<file path="src/rtl/mem_pat_pkg.sv">
package mem_pat_pkg;
  typedef enum logic [2:0] {
    ST_IDLE, ST_PICK, ST_WR, ST_RD, ST_DONE
  } seq_st_e;

  typedef enum logic [1:0] {
    PAT_ZERO = 2'd0,
    PAT_ONE  = 2'd1,
    PAT_CHK  = 2'd2,
    PAT_CHKB = 2'd3
  } pat_e;

  localparam int unsigned NUM_PAT = 4;
endpackage

</file>
<file path="src/rtl/mem_pat_gen.sv">
module mem_pat_gen
  import mem_pat_pkg::*;
#(
  parameter int unsigned ADDR_W = 12,
  parameter int unsigned ROW_W  = 8,
  parameter int unsigned DATA_W = 16
) (
  input  pat_e              pat_i,
  input  logic [ADDR_W-1:0] addr_i,
  input  logic              wide_i,
  output logic [DATA_W-1:0] word_o,
  output logic [DATA_W-1:0] lane_mask_o
);
  localparam int unsigned COL_W = ADDR_W - ROW_W;
  localparam int unsigned GROUP = 1 << COL_W;
  localparam int unsigned HALF  = DATA_W / 2;

  logic row_lsb, sel_lsb;
  assign row_lsb = addr_i[0];
  assign sel_lsb = addr_i[ROW_W];

  for (genvar l = 0; l < DATA_W; l++) begin : g_lane
    // physical column = l*GROUP + column-in-group
    localparam logic LANE_ODD = logic'((l * GROUP) % 2);
    logic chk, bit_v;
    assign chk = row_lsb ^ sel_lsb ^ LANE_ODD;
    always_comb begin
      unique case (pat_i)
        PAT_ZERO: bit_v = 1'b0;
        PAT_ONE:  bit_v = 1'b1;
        PAT_CHK:  bit_v = chk;
        default:  bit_v = ~chk;
      endcase
    end
    if (l < HALF) begin : g_low
      assign lane_mask_o[l] = 1'b1;
    end else begin : g_high
      assign lane_mask_o[l] = wide_i;
    end
    assign word_o[l] = bit_v & lane_mask_o[l];
  end
endmodule

</file>
<file path="src/rtl/mem_pat_seq.sv">
module mem_pat_seq
  import mem_pat_pkg::*;
#(
  parameter int unsigned ADDR_W = 12
) (
  input  logic              clk_i,
  input  logic              rst_ni,
  input  logic              start_i,
  input  logic [NUM_PAT-1:0] pat_en_i,
  input  logic              wide_i,
  input  logic              ack_i,
  output logic              req_o,
  output logic              we_o,
  output logic [ADDR_W-1:0] addr_o,
  output pat_e              pat_o,
  output logic              wide_o,
  output logic              busy_o,
  output logic              done_o,
  output logic              cmp_en_o,
  output logic              clr_o
);
  localparam logic [ADDR_W-1:0] LAST = {ADDR_W{1'b1}};
  localparam int unsigned PI_W = $clog2(NUM_PAT) + 1;

  seq_st_e            st_q;
  logic [NUM_PAT-1:0] mask_q;
  logic               wide_q;
  logic [PI_W-1:0]    pi_q;
  logic [ADDR_W-1:0]  addr_q;

  always_ff @(posedge clk_i or negedge rst_ni) begin
    if (!rst_ni) begin
      st_q   <= ST_IDLE;
      mask_q <= '0;
      wide_q <= 1'b0;
      pi_q   <= '0;
      addr_q <= '0;
    end else begin
      unique case (st_q)
        ST_IDLE: if (start_i) begin
          mask_q <= pat_en_i;
          wide_q <= wide_i;
          pi_q   <= '0;
          addr_q <= '0;
          st_q   <= ST_PICK;
        end
        ST_PICK: begin
          if (pi_q[PI_W-1]) st_q <= ST_DONE;
          else if (mask_q[pi_q[PI_W-2:0]]) begin
            addr_q <= '0;
            st_q   <= ST_WR;
          end else pi_q <= pi_q + 1'b1;
        end
        ST_WR: if (ack_i) begin
          if (addr_q == LAST) begin
            addr_q <= '0;
            st_q   <= ST_RD;
          end else addr_q <= addr_q + 1'b1;
        end
        ST_RD: if (ack_i) begin
          if (addr_q == LAST) begin
            addr_q <= '0;
            pi_q   <= pi_q + 1'b1;
            st_q   <= ST_PICK;
          end else addr_q <= addr_q + 1'b1;
        end
        default: st_q <= ST_IDLE;
      endcase
    end
  end

  assign req_o    = (st_q == ST_WR) || (st_q == ST_RD);
  assign we_o     = (st_q == ST_WR);
  assign addr_o   = addr_q;
  assign pat_o    = pat_e'(pi_q[PI_W-2:0]);
  assign wide_o   = wide_q;
  assign busy_o   = (st_q != ST_IDLE) && (st_q != ST_DONE);
  assign done_o   = (st_q == ST_DONE);
  assign cmp_en_o = (st_q == ST_RD) && ack_i;
  assign clr_o    = (st_q == ST_IDLE) && start_i;
endmodule

</file>
<file path="src/rtl/mem_pat_cmp.sv">
module mem_pat_cmp
  import mem_pat_pkg::*;
#(
  parameter int unsigned ADDR_W = 12,
  parameter int unsigned DATA_W = 16
) (
  input  logic              clk_i,
  input  logic              rst_ni,
  input  logic              clr_i,
  input  logic              cmp_en_i,
  input  logic [ADDR_W-1:0] addr_i,
  input  pat_e              pat_i,
  input  logic [DATA_W-1:0] exp_i,
  input  logic [DATA_W-1:0] lane_mask_i,
  input  logic [DATA_W-1:0] rdata_i,
  output logic              fail_o,
  output logic [ADDR_W-1:0] err_addr_o,
  output logic [1:0]        err_pat_o,
  output logic [DATA_W-1:0] err_diff_o
);
  logic [DATA_W-1:0] diff;
  assign diff = (exp_i ^ rdata_i) & lane_mask_i;

  always_ff @(posedge clk_i or negedge rst_ni) begin
    if (!rst_ni) begin
      fail_o     <= 1'b0;
      err_addr_o <= '0;
      err_pat_o  <= '0;
      err_diff_o <= '0;
    end else if (clr_i) begin
      fail_o     <= 1'b0;
      err_addr_o <= '0;
      err_pat_o  <= '0;
      err_diff_o <= '0;
    end else if (cmp_en_i && (diff != '0) && !fail_o) begin
      fail_o     <= 1'b1;
      err_addr_o <= addr_i;
      err_pat_o  <= pat_i;
      err_diff_o <= diff;
    end
  end
endmodule

</file>
<file path="src/rtl/mem_pat_top.sv">
module mem_pat_top
  import mem_pat_pkg::*;
#(
  parameter int unsigned ADDR_W = 12,
  parameter int unsigned ROW_W  = 8,
  parameter int unsigned DATA_W = 16
) (
  input  logic              clk_i,
  input  logic              rst_ni,
  input  logic              start_i,
  input  logic [3:0]        pat_en_i,
  input  logic              wide_i,
  output logic              mem_req_o,
  output logic              mem_we_o,
  output logic [ADDR_W-1:0] mem_addr_o,
  output logic [DATA_W-1:0] mem_wdata_o,
  input  logic              mem_ack_i,
  input  logic [DATA_W-1:0] mem_rdata_i,
  output logic              busy_o,
  output logic              done_o,
  output logic              fail_o,
  output logic [ADDR_W-1:0] err_addr_o,
  output logic [1:0]        err_pat_o,
  output logic [DATA_W-1:0] err_diff_o
);
  pat_e              cur_pat;
  logic              wide_q, cmp_en, clr;
  logic [DATA_W-1:0] exp_word, lane_mask;

  mem_pat_seq #(.ADDR_W(ADDR_W)) i_seq (
    .clk_i    (clk_i),
    .rst_ni   (rst_ni),
    .start_i  (start_i),
    .pat_en_i (pat_en_i),
    .wide_i   (wide_i),
    .ack_i    (mem_ack_i),
    .req_o    (mem_req_o),
    .we_o     (mem_we_o),
    .addr_o   (mem_addr_o),
    .pat_o    (cur_pat),
    .wide_o   (wide_q),
    .busy_o   (busy_o),
    .done_o   (done_o),
    .cmp_en_o (cmp_en),
    .clr_o    (clr)
  );

  mem_pat_gen #(.ADDR_W(ADDR_W), .ROW_W(ROW_W), .DATA_W(DATA_W)) i_gen (
    .pat_i       (cur_pat),
    .addr_i      (mem_addr_o),
    .wide_i      (wide_q),
    .word_o      (exp_word),
    .lane_mask_o (lane_mask)
  );

  assign mem_wdata_o = exp_word;

  mem_pat_cmp #(.ADDR_W(ADDR_W), .DATA_W(DATA_W)) i_cmp (
    .clk_i       (clk_i),
    .rst_ni      (rst_ni),
    .clr_i       (clr),
    .cmp_en_i    (cmp_en),
    .addr_i      (mem_addr_o),
    .pat_i       (cur_pat),
    .exp_i       (exp_word),
    .lane_mask_i (lane_mask),
    .rdata_i     (mem_rdata_i),
    .fail_o      (fail_o),
    .err_addr_o  (err_addr_o),
    .err_pat_o   (err_pat_o),
    .err_diff_o  (err_diff_o)
  );
endmodule

</file>
<file path="config.mk">
export PLATFORM = sky130hd
export DESIGN_NAME = mem_pat_top
export DESIGN_NICKNAME = d
export VERILOG_FILES = /design/src/rtl/mem_pat_pkg.sv /design/src/rtl/mem_pat_gen.sv /design/src/rtl/mem_pat_seq.sv /design/src/rtl/mem_pat_cmp.sv /design/src/rtl/mem_pat_top.sv
export SDC_FILE = /design/constraint.sdc
export NUM_CORES = 1
export LEC_CHECK = 0
export BUFFER_PORTS_ARGS = -buffer_cell sky130_fd_sc_hd__buf_2
export CORE_ASPECT_RATIO = 2
export CORE_MARGIN = 10
export CORE_UTILIZATION = 30
export CTS_CLUSTER_DIAMETER = 40
export DETAILED_ROUTE_END_ITERATION = 10
export SLEW_MARGIN = 5
export SYNTH_ARGS = -nofsm -noshare
export SYNTH_HDL_FRONTEND = slang
export SYNTH_SLANG_ARGS = --single-unit
</file>
<file path="constraint.sdc">
create_clock -name clk_i -period 2.6 [get_ports clk_i]
set_input_delay 0.39 -clock clk_i [delete_from_list [all_inputs] [get_ports clk_i]]
set_output_delay 0.39 -clock clk_i [all_outputs]
set_load 0.01 [all_outputs]
</file>
==> flow_metrics.tcl <==
set metrics [dict create \
    start_kind "flop" \
    ys_warn_count 0 \
    design.die.area_mm2 0.0146 \
    cts_root_buf "clkbuf_16" \
    p_leak_nw 1.95 \
    fmax_mhz 417 \
    cp.required_ps 2210 \
    post_dp_cell_area_mm2 0.00346 \
    worstSetupEndpointType "output pin" \
    status "completed" \
    grt_max_degree 37 \
    cts_made_buffers 5 \
    cts.clk_slew.worst_paths_ps 70 \
    dieHeight_um 161 \
    firstDrtPassIters 4 \
    finalWorstSetupSlack_ps 200 \
    via_count 2403 \
    fin_crit_sh 0.923 \
    yosys.area.top_type_share 0.452 \
    avgSynthCellArea_um2 9.88 \
    yosys.area.top_type "dfrtp_1" \
    cts_tree "built" \
    fin_skew_ps 6.65 \
    grt_usage 0.112 \
    synth_top_cells_by_count "dfrtp_1, nand2_1, mux2i_1, o21ai_0, inv_1" \
    ir_drop_mv 0.262 \
    finalMaxSlewViolations 0 \
    route.detailed.drc 0 \
    antenna_left 0 \
    path_class "flop to output pin" \
    insertion_delay_ps 290 \
    place_congestion 0.818 \
    syn_inst 303 \
    synth_ff_type "dfrtp_1" \
    path_cells "inv_1 > ha_1 > a211oi_2 > or2_4 > inv_1 > and2_2 > buf_2" \
    ys_types 45 \
    n_fill_cell 1022 \
    relSlewSlack 0.641 \
    rsz0062_at_grt "true" \
    worstHoldPathType "input port to async pin" \
    ys_ff_latch 54 \
    critical-path-slowest-cell "dfrtp_1" \
    final_net_count 408 \
    fin_cells 512 \
    finalHoldViolCount 0 \
    multi_input_area_mm2 0.00136 \
    cts-hold-fix-buffers 0 \
    portBuffers 87 \
    clockBufferDepth 2 \
    cp_common_cell "inv_1" \
    synthArstFlopShare 1.00 \
    io_pins 88 \
    rows 51 \
    layout.area.seq_mm2 0.00135 \
    wirelength_um 8140 \
    syn_area_mm2 0.00299 \
    worst-path-max-fanout 9 \
    coreArea_mm2 0.00976 \
    grt_pass1_wl_um 13200 \
    synth_most_common_cell "dfrtp_1" \
    preCtsSetupSlack_ps 228 \
    path_delay_family "simple AND/OR/NAND/NOR gates" \
    dr.first_iter.drc_count 58 \
    max_cap_viol_count 0 \
    cellPowerDensity_mw_per_mm2 520 \
    hold-worst-slack_ps 44.4 \
    antenna_found_initial 0 \
    fin_setup_tns_ps 0 \
    min_period_ps 2400 \
    syn_to_final_growth_pct 21.2 \
    dp_cells 502 \
    grt_pass1_vias 2569 \
    fin_area_mm2 0.00363 \
    synth-edff-count 0 \
    cp_num_buf_inv 3 \
    ys_top_cells_by_area "dfrtp_1, mux2i_1, nand2_1" \
    start_util 0.307 \
    htree_levels 2 \
    setup_violations 0 \
    diodes 0 \
    grt-ovfl-total 0 \
    synthesis.nets 332 \
    detail_route.wl_per_cell_um 15.9 \
    slowest_delay_ps 420 \
    clkSinkCount 54 \
    layout-drive-gt1-share 0.318 \
    tightest_slew_ps 534 \
    via_per_inst 4.69 \
    die_x_um 90.6 \
    hpwl_um 6420 \
    ys_seq_area_frac 0.452 \
    crit_arrival_ps 2010 \
]
## layout make-up
class / instances / share of cell area
Timing Repair Buffer: 98 / 0.146
Tap cell: 132 / 0.0455
Inverter: 18 / 0.0186
Sequential cell: 54 / 0.373
Multi-Input combinational cell: 202 / 0.376
Clock inverter: 1 / 0.00138
Clock buffer: 7 / 0.0393
## power breakdown
part / internal (W) / switching, W / total, W
clock network: 0.000383 / 0.000301 / 0.000684
registers: 0.000873 / 0.0000526 / 0.000926
logic: 0.000113 / 0.000163 / 0.000276
## sequential cells by signal, indices dropped and copies added (netlist names), 2 cells and up
name              cells
i_seq.st_q            3
i_cmp.err_pat_o       2
i_cmp.err_addr_o     12
i_seq.addr_o         12
i_cmp.err_diff_o     16
i_seq.pi_q            3
i_seq.mask_q          4
## logic make-up (layout without fill, tap and decap cells)
| group | after synthesis | count (layout) | synth area share |
|---|---|---|---|
| simple gates | 95 | 95 | 0.148 |
| flops | 54 | 54 | 0.452 |
| compound gates | 48 | 48 | 0.107 |
| buf+inv | 47 | 124 | 0.0932 |
| mux | 38 | 38 | 0.134 |
| xor+xnor | 17 | 17 | 0.0498 |
| fa+ha+maj | 4 | 4 | 0.0167 |
## repair_timing
action / 4_1_cts / 5_1_grt
pin swaps: 1 / 0
setup endpoints to repair: 7 / 8
hold endpoints to repair: 0 / 0
setup buffers: 2 / 0
gates cloned: 0 / 0
resized for setup: 0 / 1
## per-stage QoR
step / util / total power [W]
after floorplan: - / 0.00110
after global routing: 0.371 / 0.00198
after detailed placement: 0.355 / 0.00122
after global placement: 0.355 / 0.00122
final: 0.371 / 0.00189
after CTS: 0.371 / 0.00192
## final timing paths
check	from	endpoint	slack [ps]	cells past startpoint
worst max register to register	i_seq.pi_q[0]	i_cmp.err_addr_o[2]	210	8
worst max-delay path	i_seq.pi_q[0]	mem_wdata_o[10]	200	7
min in group clk_i	pat_en_i[2]	i_seq.mask_q[2]	330	2
max in group asynchronous	rst_ni	i_cmp.err_diff_o[12]	1940	2
worst min register to register	i_seq.mask_q[2]	i_seq.mask_q[2]	510	1
worst min-delay path	rst_ni	i_cmp.err_addr_o[6]	40	1
## cells in the final DEF, fill, tap and decap left out, types with 2 or more instances in the layout
| cell | n |
|---|---|
| buf_2 | 87 |
| dfrtp_1 | 54 |
| nand2_1 | 52 |
| mux2i_1 | 31 |
| o21ai_0 | 21 |
| inv_1 | 18 |
| buf_4 | 10 |
| xor2_1 | 9 |
| nor2_1 | 8 |
| xnor2_1 | 8 |
| nand4_1 | 7 |
| a21oi_1 | 6 |
| mux2_2 | 6 |
| nor3_1 | 5 |
| clkbuf_16 | 5 |
| nor4_1 | 4 |
| nand3_1 | 4 |
| ha_1 | 4 |
| o31ai_1 | 3 |
| and3_1 | 3 |
| a31oi_1 | 3 |
| and2_1 | 2 |
| nor2b_1 | 2 |
| nor3b_1 | 2 |
| a31o_2 | 2 |
| o221ai_1 | 2 |
## metal layers
layer	GRT usage	wire [um]	up-vias
met2	0.217	4530	67
met1	0.106	2890	1144
met5	0	0	-
met4	0.0517	193	0
met3	0.0269	532	8
li1	-	-	1184
Power figures use the tool's default switching activity.
